$ cat src/rtl/pdma_pkg.sv
`timescale 1ns/1ps
package pdma_pkg;
   localparam int NCH    = 2;
   localparam int CH_RX  = 0;
   localparam int CH_TX  = 1;

   localparam logic [31:0] OFS_BANK_LO = 32'h100;
   localparam logic [31:0] OFS_CMD     = 32'h120;
   localparam logic [31:0] OFS_STAT    = 32'h124;

   // command and status bit of channel c is at c*CMD_STRIDE
   localparam int CMD_START  = 0;
   localparam int CMD_STOP   = 1;
   localparam int CMD_STRIDE = 8;

   typedef struct packed {
      logic ptr;
      logic cnt;
      logic nptr;
      logic ncnt;
   } wr_sel_t;
endpackage

$ cat src/rtl/pdma_regif.sv
`timescale 1ns/1ps
module pdma_regif #(
   parameter int REG_AW = 12,
   parameter int PTR_W  = 32,
   parameter int CNT_W  = 16
) (
   input  logic                                reg_we,
   input  logic [REG_AW-1:0]                   reg_addr,
   input  logic [31:0]                         reg_wdata,
   output logic [31:0]                         reg_rdata,
   output pdma_pkg::wr_sel_t [pdma_pkg::NCH-1:0] wr_sel,
   output logic [pdma_pkg::NCH-1:0]            en_set,
   output logic [pdma_pkg::NCH-1:0]            en_clr,
   input  logic [pdma_pkg::NCH-1:0]            ch_en,
   input  logic [pdma_pkg::NCH-1:0][PTR_W-1:0] act_ptr,
   input  logic [pdma_pkg::NCH-1:0][CNT_W-1:0] act_cnt,
   input  logic [pdma_pkg::NCH-1:0][PTR_W-1:0] nxt_ptr,
   input  logic [pdma_pkg::NCH-1:0][CNT_W-1:0] nxt_cnt
);
   import pdma_pkg::*;

   logic [31:0] ofs;
   logic        in_bank;
   logic        cmd_we;

   assign ofs     = 32'(reg_addr);
   assign in_bank = (ofs[31:5] == OFS_BANK_LO[31:5]) && (ofs[1:0] == 2'b00);
   assign cmd_we  = reg_we && (ofs == OFS_CMD);

   for (genvar c = 0; c < NCH; c++) begin : g_dec
      logic hit;
      assign hit            = reg_we && in_bank && (ofs[3] == 1'(c));
      assign wr_sel[c].ptr  = hit && !ofs[4] && !ofs[2];
      assign wr_sel[c].cnt  = hit && !ofs[4] &&  ofs[2];
      assign wr_sel[c].nptr = hit &&  ofs[4] && !ofs[2];
      assign wr_sel[c].ncnt = hit &&  ofs[4] &&  ofs[2];
      assign en_set[c]      = cmd_we && reg_wdata[c*CMD_STRIDE + CMD_START];
      assign en_clr[c]      = cmd_we && reg_wdata[c*CMD_STRIDE + CMD_STOP];
   end

   always_comb begin
      reg_rdata = '0;
      if (in_bank) begin
         unique case ({ofs[4], ofs[2]})
            2'b00:   reg_rdata = 32'(act_ptr[ofs[3]]);
            2'b01:   reg_rdata = 32'(act_cnt[ofs[3]]);
            2'b10:   reg_rdata = 32'(nxt_ptr[ofs[3]]);
            default: reg_rdata = 32'(nxt_cnt[ofs[3]]);
         endcase
      end else if (ofs == OFS_STAT) begin
         for (int c = 0; c < NCH; c++) begin
            reg_rdata[c*CMD_STRIDE] = ch_en[c];
         end
      end
   end
endmodule

$ cat src/rtl/pdma_chan.sv
`timescale 1ns/1ps
module pdma_chan #(
   parameter int PTR_W      = 32,
   parameter int CNT_W      = 16,
   parameter int DATA_W     = 32,
   parameter int XFER_BYTES = 4,
   parameter bit IS_RX      = 1'b1
) (
   input  logic              clk,
   input  logic              rst_n,
   input  pdma_pkg::wr_sel_t wr_sel,
   input  logic [PTR_W-1:0]  wr_data,
   input  logic              en_set,
   input  logic              en_clr,
   input  logic              req,
   output logic              req_ack,
   input  logic [DATA_W-1:0] xfer_in,
   output logic [DATA_W-1:0] xfer_out,
   output logic              done,
   output logic              m_valid,
   output logic [PTR_W-1:0]  m_addr,
   input  logic              m_ready,
   output logic              en,
   output logic              end_flag,
   output logic              full_flag,
   output logic [PTR_W-1:0]  act_ptr,
   output logic [CNT_W-1:0]  act_cnt,
   output logic [PTR_W-1:0]  nxt_ptr,
   output logic [CNT_W-1:0]  nxt_cnt
);
   localparam logic [PTR_W-1:0] STEP    = PTR_W'(XFER_BYTES);
   localparam logic [CNT_W-1:0] CNT_ONE = CNT_W'(1);

   logic [PTR_W-1:0]  ptr_q, ptr_d, nptr_q, nptr_d, addr_q;
   logic [CNT_W-1:0]  cnt_q, cnt_d, ncnt_q, ncnt_d;
   logic [CNT_W-1:0]  wr_cnt_val;
   logic [DATA_W-1:0] data_q;
   logic              en_q, busy_q, end_q, full_q, done_q;
   logic              end_d, full_d;
   logic              accept, finish;

   assign accept     = en_q && !busy_q && (cnt_q != '0) && req;
   assign finish     = busy_q && m_ready;
   assign wr_cnt_val = wr_data[CNT_W-1:0];

   always_comb begin
      ptr_d  = ptr_q;
      cnt_d  = cnt_q;
      nptr_d = nptr_q;
      ncnt_d = ncnt_q;
      end_d  = end_q;
      full_d = full_q;
      if (finish && (cnt_q != '0)) begin
         ptr_d = ptr_q + STEP;
         cnt_d = cnt_q - CNT_ONE;
         if (cnt_d == '0) begin
            end_d = 1'b1;
            if (ncnt_q == '0) full_d = 1'b1;
         end
      end
      if (en_q && (cnt_d == '0) && (ncnt_q != '0)) begin
         ptr_d  = nptr_q;
         cnt_d  = ncnt_q;
         ncnt_d = '0;
      end
      if (wr_sel.ptr)  ptr_d  = wr_data;
      if (wr_sel.nptr) nptr_d = wr_data;
      if (wr_sel.cnt) begin
         cnt_d = wr_cnt_val;
         if (wr_cnt_val != '0) begin
            end_d  = 1'b0;
            full_d = 1'b0;
         end
      end
      if (wr_sel.ncnt) begin
         ncnt_d = wr_cnt_val;
         if (wr_cnt_val != '0) full_d = 1'b0;
      end
   end

   always_ff @(posedge clk) begin
      if (!rst_n) begin
         ptr_q  <= '0;
         cnt_q  <= '0;
         nptr_q <= '0;
         ncnt_q <= '0;
         end_q  <= 1'b0;
         full_q <= 1'b0;
         en_q   <= 1'b0;
         busy_q <= 1'b0;
         done_q <= 1'b0;
         addr_q <= '0;
      end else begin
         ptr_q  <= ptr_d;
         cnt_q  <= cnt_d;
         nptr_q <= nptr_d;
         ncnt_q <= ncnt_d;
         end_q  <= end_d;
         full_q <= full_d;
         en_q   <= (en_q | en_set) & ~en_clr;
         done_q <= finish;
         if (accept) begin
            busy_q <= 1'b1;
            addr_q <= ptr_q;
         end else if (finish) begin
            busy_q <= 1'b0;
         end
      end
   end

   // data path direction chosen by parameter
   if (IS_RX) begin : g_rx_data
      always_ff @(posedge clk) begin
         if (!rst_n)      data_q <= '0;
         else if (accept) data_q <= xfer_in;
      end
   end else begin : g_tx_data
      always_ff @(posedge clk) begin
         if (!rst_n)      data_q <= '0;
         else if (finish) data_q <= xfer_in;
      end
   end

   assign req_ack   = accept;
   assign xfer_out  = data_q;
   assign done      = done_q;
   assign m_valid   = busy_q;
   assign m_addr    = addr_q;
   assign en        = en_q;
   assign end_flag  = end_q;
   assign full_flag = full_q;
   assign act_ptr   = ptr_q;
   assign act_cnt   = cnt_q;
   assign nxt_ptr   = nptr_q;
   assign nxt_cnt   = ncnt_q;

   assert_hold_R6: assert property (@(posedge clk) disable iff (!rst_n)
      (m_valid && !m_ready) |=> (m_valid && $stable(m_addr)));

   assert_issue_R4: assert property (@(posedge clk) disable iff (!rst_n)
      req_ack |=> (m_valid && m_addr == $past(act_ptr)));

   assert_step_R4: assert property (@(posedge clk) disable iff (!rst_n)
      (m_valid && m_ready && act_cnt > CNT_ONE && !wr_sel.cnt && !wr_sel.ptr)
      |=> (act_cnt == $past(act_cnt) - CNT_ONE && act_ptr == $past(act_ptr) + STEP));

   assert_end_src_R8: assert property (@(posedge clk) disable iff (!rst_n)
      $rose(end_flag) |-> $past(m_valid && m_ready));

   assert_chain_R7: assert property (@(posedge clk) disable iff (!rst_n)
      (en && act_cnt == '0 && nxt_cnt != '0 && !m_valid && wr_sel == '0)
      |=> (act_cnt == $past(nxt_cnt) && act_ptr == $past(nxt_ptr) && nxt_cnt == '0));

   assert_stop_R3: assert property (@(posedge clk) disable iff (!rst_n)
      en_clr |=> !en);
endmodule

$ cat src/rtl/pdma_pair.sv
`timescale 1ns/1ps
module pdma_pair #(
   parameter int REG_AW     = 12,
   parameter int PTR_W      = 32,
   parameter int CNT_W      = 16,
   parameter int DATA_W     = 32,
   parameter int XFER_BYTES = 4
) (
   input  logic              clk,
   input  logic              rst_n,
   input  logic              reg_we,
   input  logic [REG_AW-1:0] reg_addr,
   input  logic [31:0]       reg_wdata,
   output logic [31:0]       reg_rdata,
   input  logic              rx_req,
   input  logic [DATA_W-1:0] rx_data,
   output logic              rx_ack,
   output logic              rx_done,
   output logic              rx_end,
   output logic              rx_full,
   output logic              rx_mem_valid,
   output logic [PTR_W-1:0]  rx_mem_addr,
   output logic [DATA_W-1:0] rx_mem_wdata,
   input  logic              rx_mem_ready,
   input  logic              tx_req,
   output logic              tx_ack,
   output logic              tx_done,
   output logic [DATA_W-1:0] tx_data,
   output logic              tx_end,
   output logic              tx_full,
   output logic              tx_mem_valid,
   output logic [PTR_W-1:0]  tx_mem_addr,
   input  logic              tx_mem_ready,
   input  logic [DATA_W-1:0] tx_mem_rdata
);
   import pdma_pkg::*;

   if (!(XFER_BYTES == 1 || XFER_BYTES == 2 || XFER_BYTES == 4)) begin : g_bad_xfer
      $error("XFER_BYTES must be 1, 2 or 4");
   end
   if (DATA_W < 8 * XFER_BYTES) begin : g_bad_data
      $error("DATA_W narrower than one transfer");
   end
   if (PTR_W > 32 || PTR_W < CNT_W) begin : g_bad_ptr
      $error("PTR_W must be within CNT_W..32");
   end
   if (CNT_W < 1 || CNT_W > 32) begin : g_bad_cnt
      $error("CNT_W must be within 1..32");
   end
   if (REG_AW < 9 || REG_AW > 32) begin : g_bad_aw
      $error("REG_AW must be within 9..32");
   end

   wr_sel_t [NCH-1:0]             wr_sel;
   logic [NCH-1:0]                en_set, en_clr, ch_en;
   logic [NCH-1:0]                req, ack, done, m_valid, m_ready, end_f, full_f;
   logic [NCH-1:0][DATA_W-1:0]    xin, xout;
   logic [NCH-1:0][PTR_W-1:0]     m_addr, act_ptr, nxt_ptr;
   logic [NCH-1:0][CNT_W-1:0]     act_cnt, nxt_cnt;

   pdma_regif #(.REG_AW(REG_AW), .PTR_W(PTR_W), .CNT_W(CNT_W)) u_regif (
      .reg_we    (reg_we),
      .reg_addr  (reg_addr),
      .reg_wdata (reg_wdata),
      .reg_rdata (reg_rdata),
      .wr_sel    (wr_sel),
      .en_set    (en_set),
      .en_clr    (en_clr),
      .ch_en     (ch_en),
      .act_ptr   (act_ptr),
      .act_cnt   (act_cnt),
      .nxt_ptr   (nxt_ptr),
      .nxt_cnt   (nxt_cnt)
   );

   for (genvar c = 0; c < NCH; c++) begin : g_ch
      pdma_chan #(
         .PTR_W(PTR_W), .CNT_W(CNT_W), .DATA_W(DATA_W),
         .XFER_BYTES(XFER_BYTES), .IS_RX(c == CH_RX)
      ) u_chan (
         .clk       (clk),
         .rst_n     (rst_n),
         .wr_sel    (wr_sel[c]),
         .wr_data   (reg_wdata[PTR_W-1:0]),
         .en_set    (en_set[c]),
         .en_clr    (en_clr[c]),
         .req       (req[c]),
         .req_ack   (ack[c]),
         .xfer_in   (xin[c]),
         .xfer_out  (xout[c]),
         .done      (done[c]),
         .m_valid   (m_valid[c]),
         .m_addr    (m_addr[c]),
         .m_ready   (m_ready[c]),
         .en        (ch_en[c]),
         .end_flag  (end_f[c]),
         .full_flag (full_f[c]),
         .act_ptr   (act_ptr[c]),
         .act_cnt   (act_cnt[c]),
         .nxt_ptr   (nxt_ptr[c]),
         .nxt_cnt   (nxt_cnt[c])
      );
   end

   assign req[CH_RX]     = rx_req;
   assign req[CH_TX]     = tx_req;
   assign xin[CH_RX]     = rx_data;
   assign xin[CH_TX]     = tx_mem_rdata;
   assign m_ready[CH_RX] = rx_mem_ready;
   assign m_ready[CH_TX] = tx_mem_ready;

   assign rx_ack       = ack[CH_RX];
   assign rx_done      = done[CH_RX];
   assign rx_end       = end_f[CH_RX];
   assign rx_full      = full_f[CH_RX];
   assign rx_mem_valid = m_valid[CH_RX];
   assign rx_mem_addr  = m_addr[CH_RX];
   assign rx_mem_wdata = xout[CH_RX];
   assign tx_ack       = ack[CH_TX];
   assign tx_done      = done[CH_TX];
   assign tx_data      = xout[CH_TX];
   assign tx_end       = end_f[CH_TX];
   assign tx_full      = full_f[CH_TX];
   assign tx_mem_valid = m_valid[CH_TX];
   assign tx_mem_addr  = m_addr[CH_TX];

   assert_stat_bits_R3: assert property (@(posedge clk) disable iff (!rst_n)
      (32'(reg_addr) == OFS_STAT) |-> ((reg_rdata & ~32'h0000_0101) == '0));

   assert_cmd_rd_R11: assert property (@(posedge clk) disable iff (!rst_n)
      (32'(reg_addr) == OFS_CMD) |-> (reg_rdata == '0));

   assert_done_R5: assert property (@(posedge clk) disable iff (!rst_n)
      (tx_mem_valid && tx_mem_ready) |=> (tx_done && tx_data == $past(tx_mem_rdata)));
endmodule

$ cat config.mk
export PLATFORM = sky130hd
export DESIGN_NAME = pdma_pair
export DESIGN_NICKNAME = d
export VERILOG_FILES = /design/src/rtl/pdma_pkg.sv /design/src/rtl/pdma_regif.sv /design/src/rtl/pdma_chan.sv /design/src/rtl/pdma_pair.sv
export SDC_FILE = /design/constraint.sdc
export NUM_CORES = 1
export LEC_CHECK = 0
export CORE_ASPECT_RATIO = 2
export CORE_MARGIN = 2
export CORE_UTILIZATION = 35
export CTS_CLUSTER_SIZE = 8
export DETAILED_ROUTE_END_ITERATION = 10
export DONT_BUFFER_PORTS = 1
export PLACE_DENSITY_LB_ADDON = 0.2
export SLEW_MARGIN = 30
export SYNTH_ARGS = -nofsm -noshare
export SYNTH_HDL_FRONTEND = slang
export SYNTH_SLANG_ARGS = --single-unit
$ cat constraint.sdc
create_clock -name clk -period 7.2 [get_ports clk]
set_input_delay 0.72 -clock clk [delete_from_list [all_inputs] [get_ports clk]]
set_output_delay 0.72 -clock clk [all_outputs]
set_load 0.1 [all_outputs]
==> results.py <==
metrics = {
    "run_status": {
        "status": "finished, final reports clean",
    },
    "timing": {
        "worst_pin_slew_ps": 1030,
        "fin_skew_ps": 14.2,
        "relSlewSlack_pct": 31.1,
        "finalSetupViolCount": 0,
        "final.setup.tns_ps": 0,
        "final-hold-violation-count": 0,
        "drv_slew": 0,
        "hold_ws_ps": 288,
        "fin_crit_ps": 4530,
        "grt_setup_unrepaired": "false",
        "period_share_pct": 62.9,
        "timing.fmax_mhz": 221,
    },
    "final_layout": {
        "n_fill_cell": 5135,
        "layout.nets": 2177,
        "utilization_pct": 38.8,
        "diodes": 0,
        "final_area_um2": 19400,
        "drive_above_1_share_pct": 9.10,
        "area_growth_pct": 9.69,
    },
    "power_and_ir_drop": {
        "irDropWorstVdd_uv": 158,
        "p_leak_uw": 0.00587,
        "p_per_area_nw_per_um2": 200,
        "power_uw": 3890,
    },
    "global_routing": {
        "antenna_found_initial": 0,
        "grt_pass1_vias": 15300,
        "grt_util_met1_pct": 24.6,
        "grt_max_degree": 333,
        "grt.overflow.total": 0,
        "grtUsageMet2_pct": 41.5,
        "grt_use_total_pct": 23.2,
        "grt_pass1_wl_um": 93900,
        "grtUsageMet3_pct": 5.28,
        "gr-max-usage-layer": "met2",
    },
    "logic_synthesis": {
        "synthesis.nets": 2305,
        "synth_area_per_cell_um2": 8.10,
        "synth-main-ff-cell": "dfxtp_1",
        "syn-cell-area_um2": 17700,
        "postSynth.asyncResetShare_pct": 0,
        "synthCells": 2182,
        "ys_warn_count": 0,
        "ys_ff_latch": 330,
        "seq_area_frac_synth_pct": 37.4,
        "synth-edff-count": 0,
        "ys_types": 71,
    },
    "setup_path": {
        "critPathTopFamily": "compound AO/OA/AOI/OAI gates",
        "cp-end-kind": "register",
        "crit_top_cell": "buf_4",
        "startpoint": "g_ch[0].u_chan.act_cnt[0]",
        "cp-start-kind": "register",
        "path_buf_inv": 3,
        "path_class": "reg2reg",
        "reg2reg_from": "g_ch[0].u_chan.act_cnt[0]",
        "cp.arrival_ps": 5010,
        "critical_path.max_stage_delay_ps": 680,
        "crit_chain": "inv_1 > ha_1 > nor3b_1 > nand4_1 > o21a_1 > a2111oi_0 > nand4b_1 > a211oi_4 > buf_4 > buf_4 > mux2i_1 > a211oi_1",
        "required_ps": 7680,
        "critPathSlowestCell": "nor3b_1",
        "path_max_fanout": 52,
    },
    "placed_design": {
        "gp_congestion": 0.889,
        "place_area_um2": 18100,
        "placement.io_buffers": 0,
        "dp_hpwl_um": 43800,
    },
    "flow_run": {
        "drv_cap": 0,
    },
    "detailed_routing": {
        "first_pass_iters": 6,
        "postRouteAntennaNets": 0,
        "drtIter0Drc": 1103,
        "drc": 0,
        "post_drt_wl_per_cell_um": 22.9,
        "vias_per_cell": 5.78,
        "wl_um": 62000,
        "via_count": 15600,
    },
    "cts": {
        "cts_sinks": 330,
        "h-tree-depth": 2,
        "cts_tree": "yes",
        "cts_buffers": 47,
        "root_buffer": "clkbuf_16",
        "cts_buffer_depth": 3,
        "ctsResizeCount": 0,
        "insertion_delay_ps": 570,
        "postCtsSetupBuffers": 0,
        "cts_hold_buffers": 0,
        "clkSlewWorstSetupHoldPaths_ps": 60,
    },
    "floorplan": {
        "die_h_um": 322,
        "die_width_um": 163,
        "core_um2": 49900,
        "die-area_um2": 52400,
        "start_util_pct": 35.4,
        "rows": 116,
        "ios": 285,
    },
    "worst_hold_path": {
        "holdCritStartpoint": "reg_wdata[16]",
        "hold_class": "in2reg",
    },
}
-- power by group --
part / total (uW) / switching [uW] / internal, uW
logic: 46.8 / 13.3 / 33.5
registers: 1830 / 0.328 / 1830
clock network: 2010 / 830 / 1180
total: 3890 / 843 / 3050
-- metrics by stage --
step	setup WS, ps	cells
4_1_cts	2530	2705
2_1_floorplan	2990	2182
6_report	2670	2705
3_5_place_dp	2540	2654
3_3_place_gp	2690	2654
5_1_grt	2260	2705
-- flip-flops by register name, summed over array words and instances (netlist names) --
| signal | cells |
|---|---|
| g_ch.u_chan.xfer_out | 64 |
| g_ch.u_chan.full_flag | 2 |
| g_ch.u_chan.m_addr | 64 |
| g_ch.u_chan.act_cnt | 32 |
| g_ch.u_chan.act_ptr | 64 |
| g_ch.u_chan.m_valid | 2 |
| g_ch.u_chan.nxt_ptr | 64 |
| g_ch.u_chan.end_flag | 2 |
| g_ch.u_chan.done | 2 |
| g_ch.u_chan.en | 2 |
| g_ch.u_chan.nxt_cnt | 32 |
-- cell type report --
type / count / area, um2 / area share (%)
multi-input combinational: 1639 / 10500 / 54.1
sequential: 330 / 6620 / 34.1
clock buffer: 50 / 1230 / 6.34
tap: 649 / 812 / 4.19
timing repair buffer: 25 / 188 / 0.968
inverter: 11 / 42.5 / 0.219
clock inverter: 1 / 7.51 / 0.0387
-- cell families (layout without fill, tap and decap cells) --
| kind of cell | Yosys count | after routing | synth area share [%] |
|---|---|---|---|
| muxes | 127 | 127 | 10.3 |
| adders and majority gates | 8 | 8 | 0.566 |
| xor gates and xnor gates | 88 | 88 | 4.36 |
| DFF | 330 | 330 | 37.4 |
| and+or+nand+nor | 906 | 906 | 23.2 |
| AOI/OAI and AO/OA | 510 | 510 | 19.2 |
| buffers and inverters | 213 | 87 | 4.95 |
-- cell usage after synthesis (all sizes together), types with 4 or more instances --
cell type,n,area (um2)
a21boi,210,1580
or2,4,25.0
clkbuf,158,602
a21oi,73,365
nand4,20,125
and4,9,78.8
nand2,546,2050
nor4,26,181
nand2b,4,25.0
a221oi,4,35.0
buf,44,231
nand4b,4,35.0
nand3b,19,143
mux4,44,991
and2,23,144
xor2,45,394
or4,7,56.3
nand3,46,230
o21ai,120,601
xnor2,43,377
a31oi,8,50.1
nor3b,5,37.5
nor2b,21,131
nor3,75,380
ha,8,100
inv,11,41.3
nor4b,4,35.0
or3,10,62.6
o22ai,7,43.8
and3,14,87.6
a211oi,59,448
mux2i,82,821
nor2,65,244
dfxtp,330,6610
-- placed cells by master (no fill, tap or decap), types with 46 or more instances in the layout --
cell       instances
nor2_1            49
mux2i_1           82
a21oi_1           73
nor3_1            73
dfxtp_1          322
clkbuf_16         49
o21ai_0          119
nand2_1          541
a211oi_1          58
nand3_1           46
a21boi_0         210
-- per-layer routing --
layer | up-vias | part of all wire, % | routed length, um
met5 | - | 0 | 0
met4 | 0 | 6.2 | 3830
met3 | 157 | 7.7 | 4800
met2 | 692 | 51 | 31400
met1 | 7480 | 35 | 22000
li1 | 7319 | - | -
-- final timing paths --
| path | end | slack [ps] | cells past startpoint |
|---|---|---|---|
| max | g_ch[0].u_chan.act_ptr[24] | 2670 | 12 |
| min | g_ch[1].u_chan.nxt_ptr[16] | 290 | 2 |
| min reg2reg | g_ch[1].u_chan.nxt_ptr[16] | 480 | 2 |
| max reg2reg | g_ch[0].u_chan.act_ptr[24] | 2670 | 12 |
(Power assumes the default switching activity.)
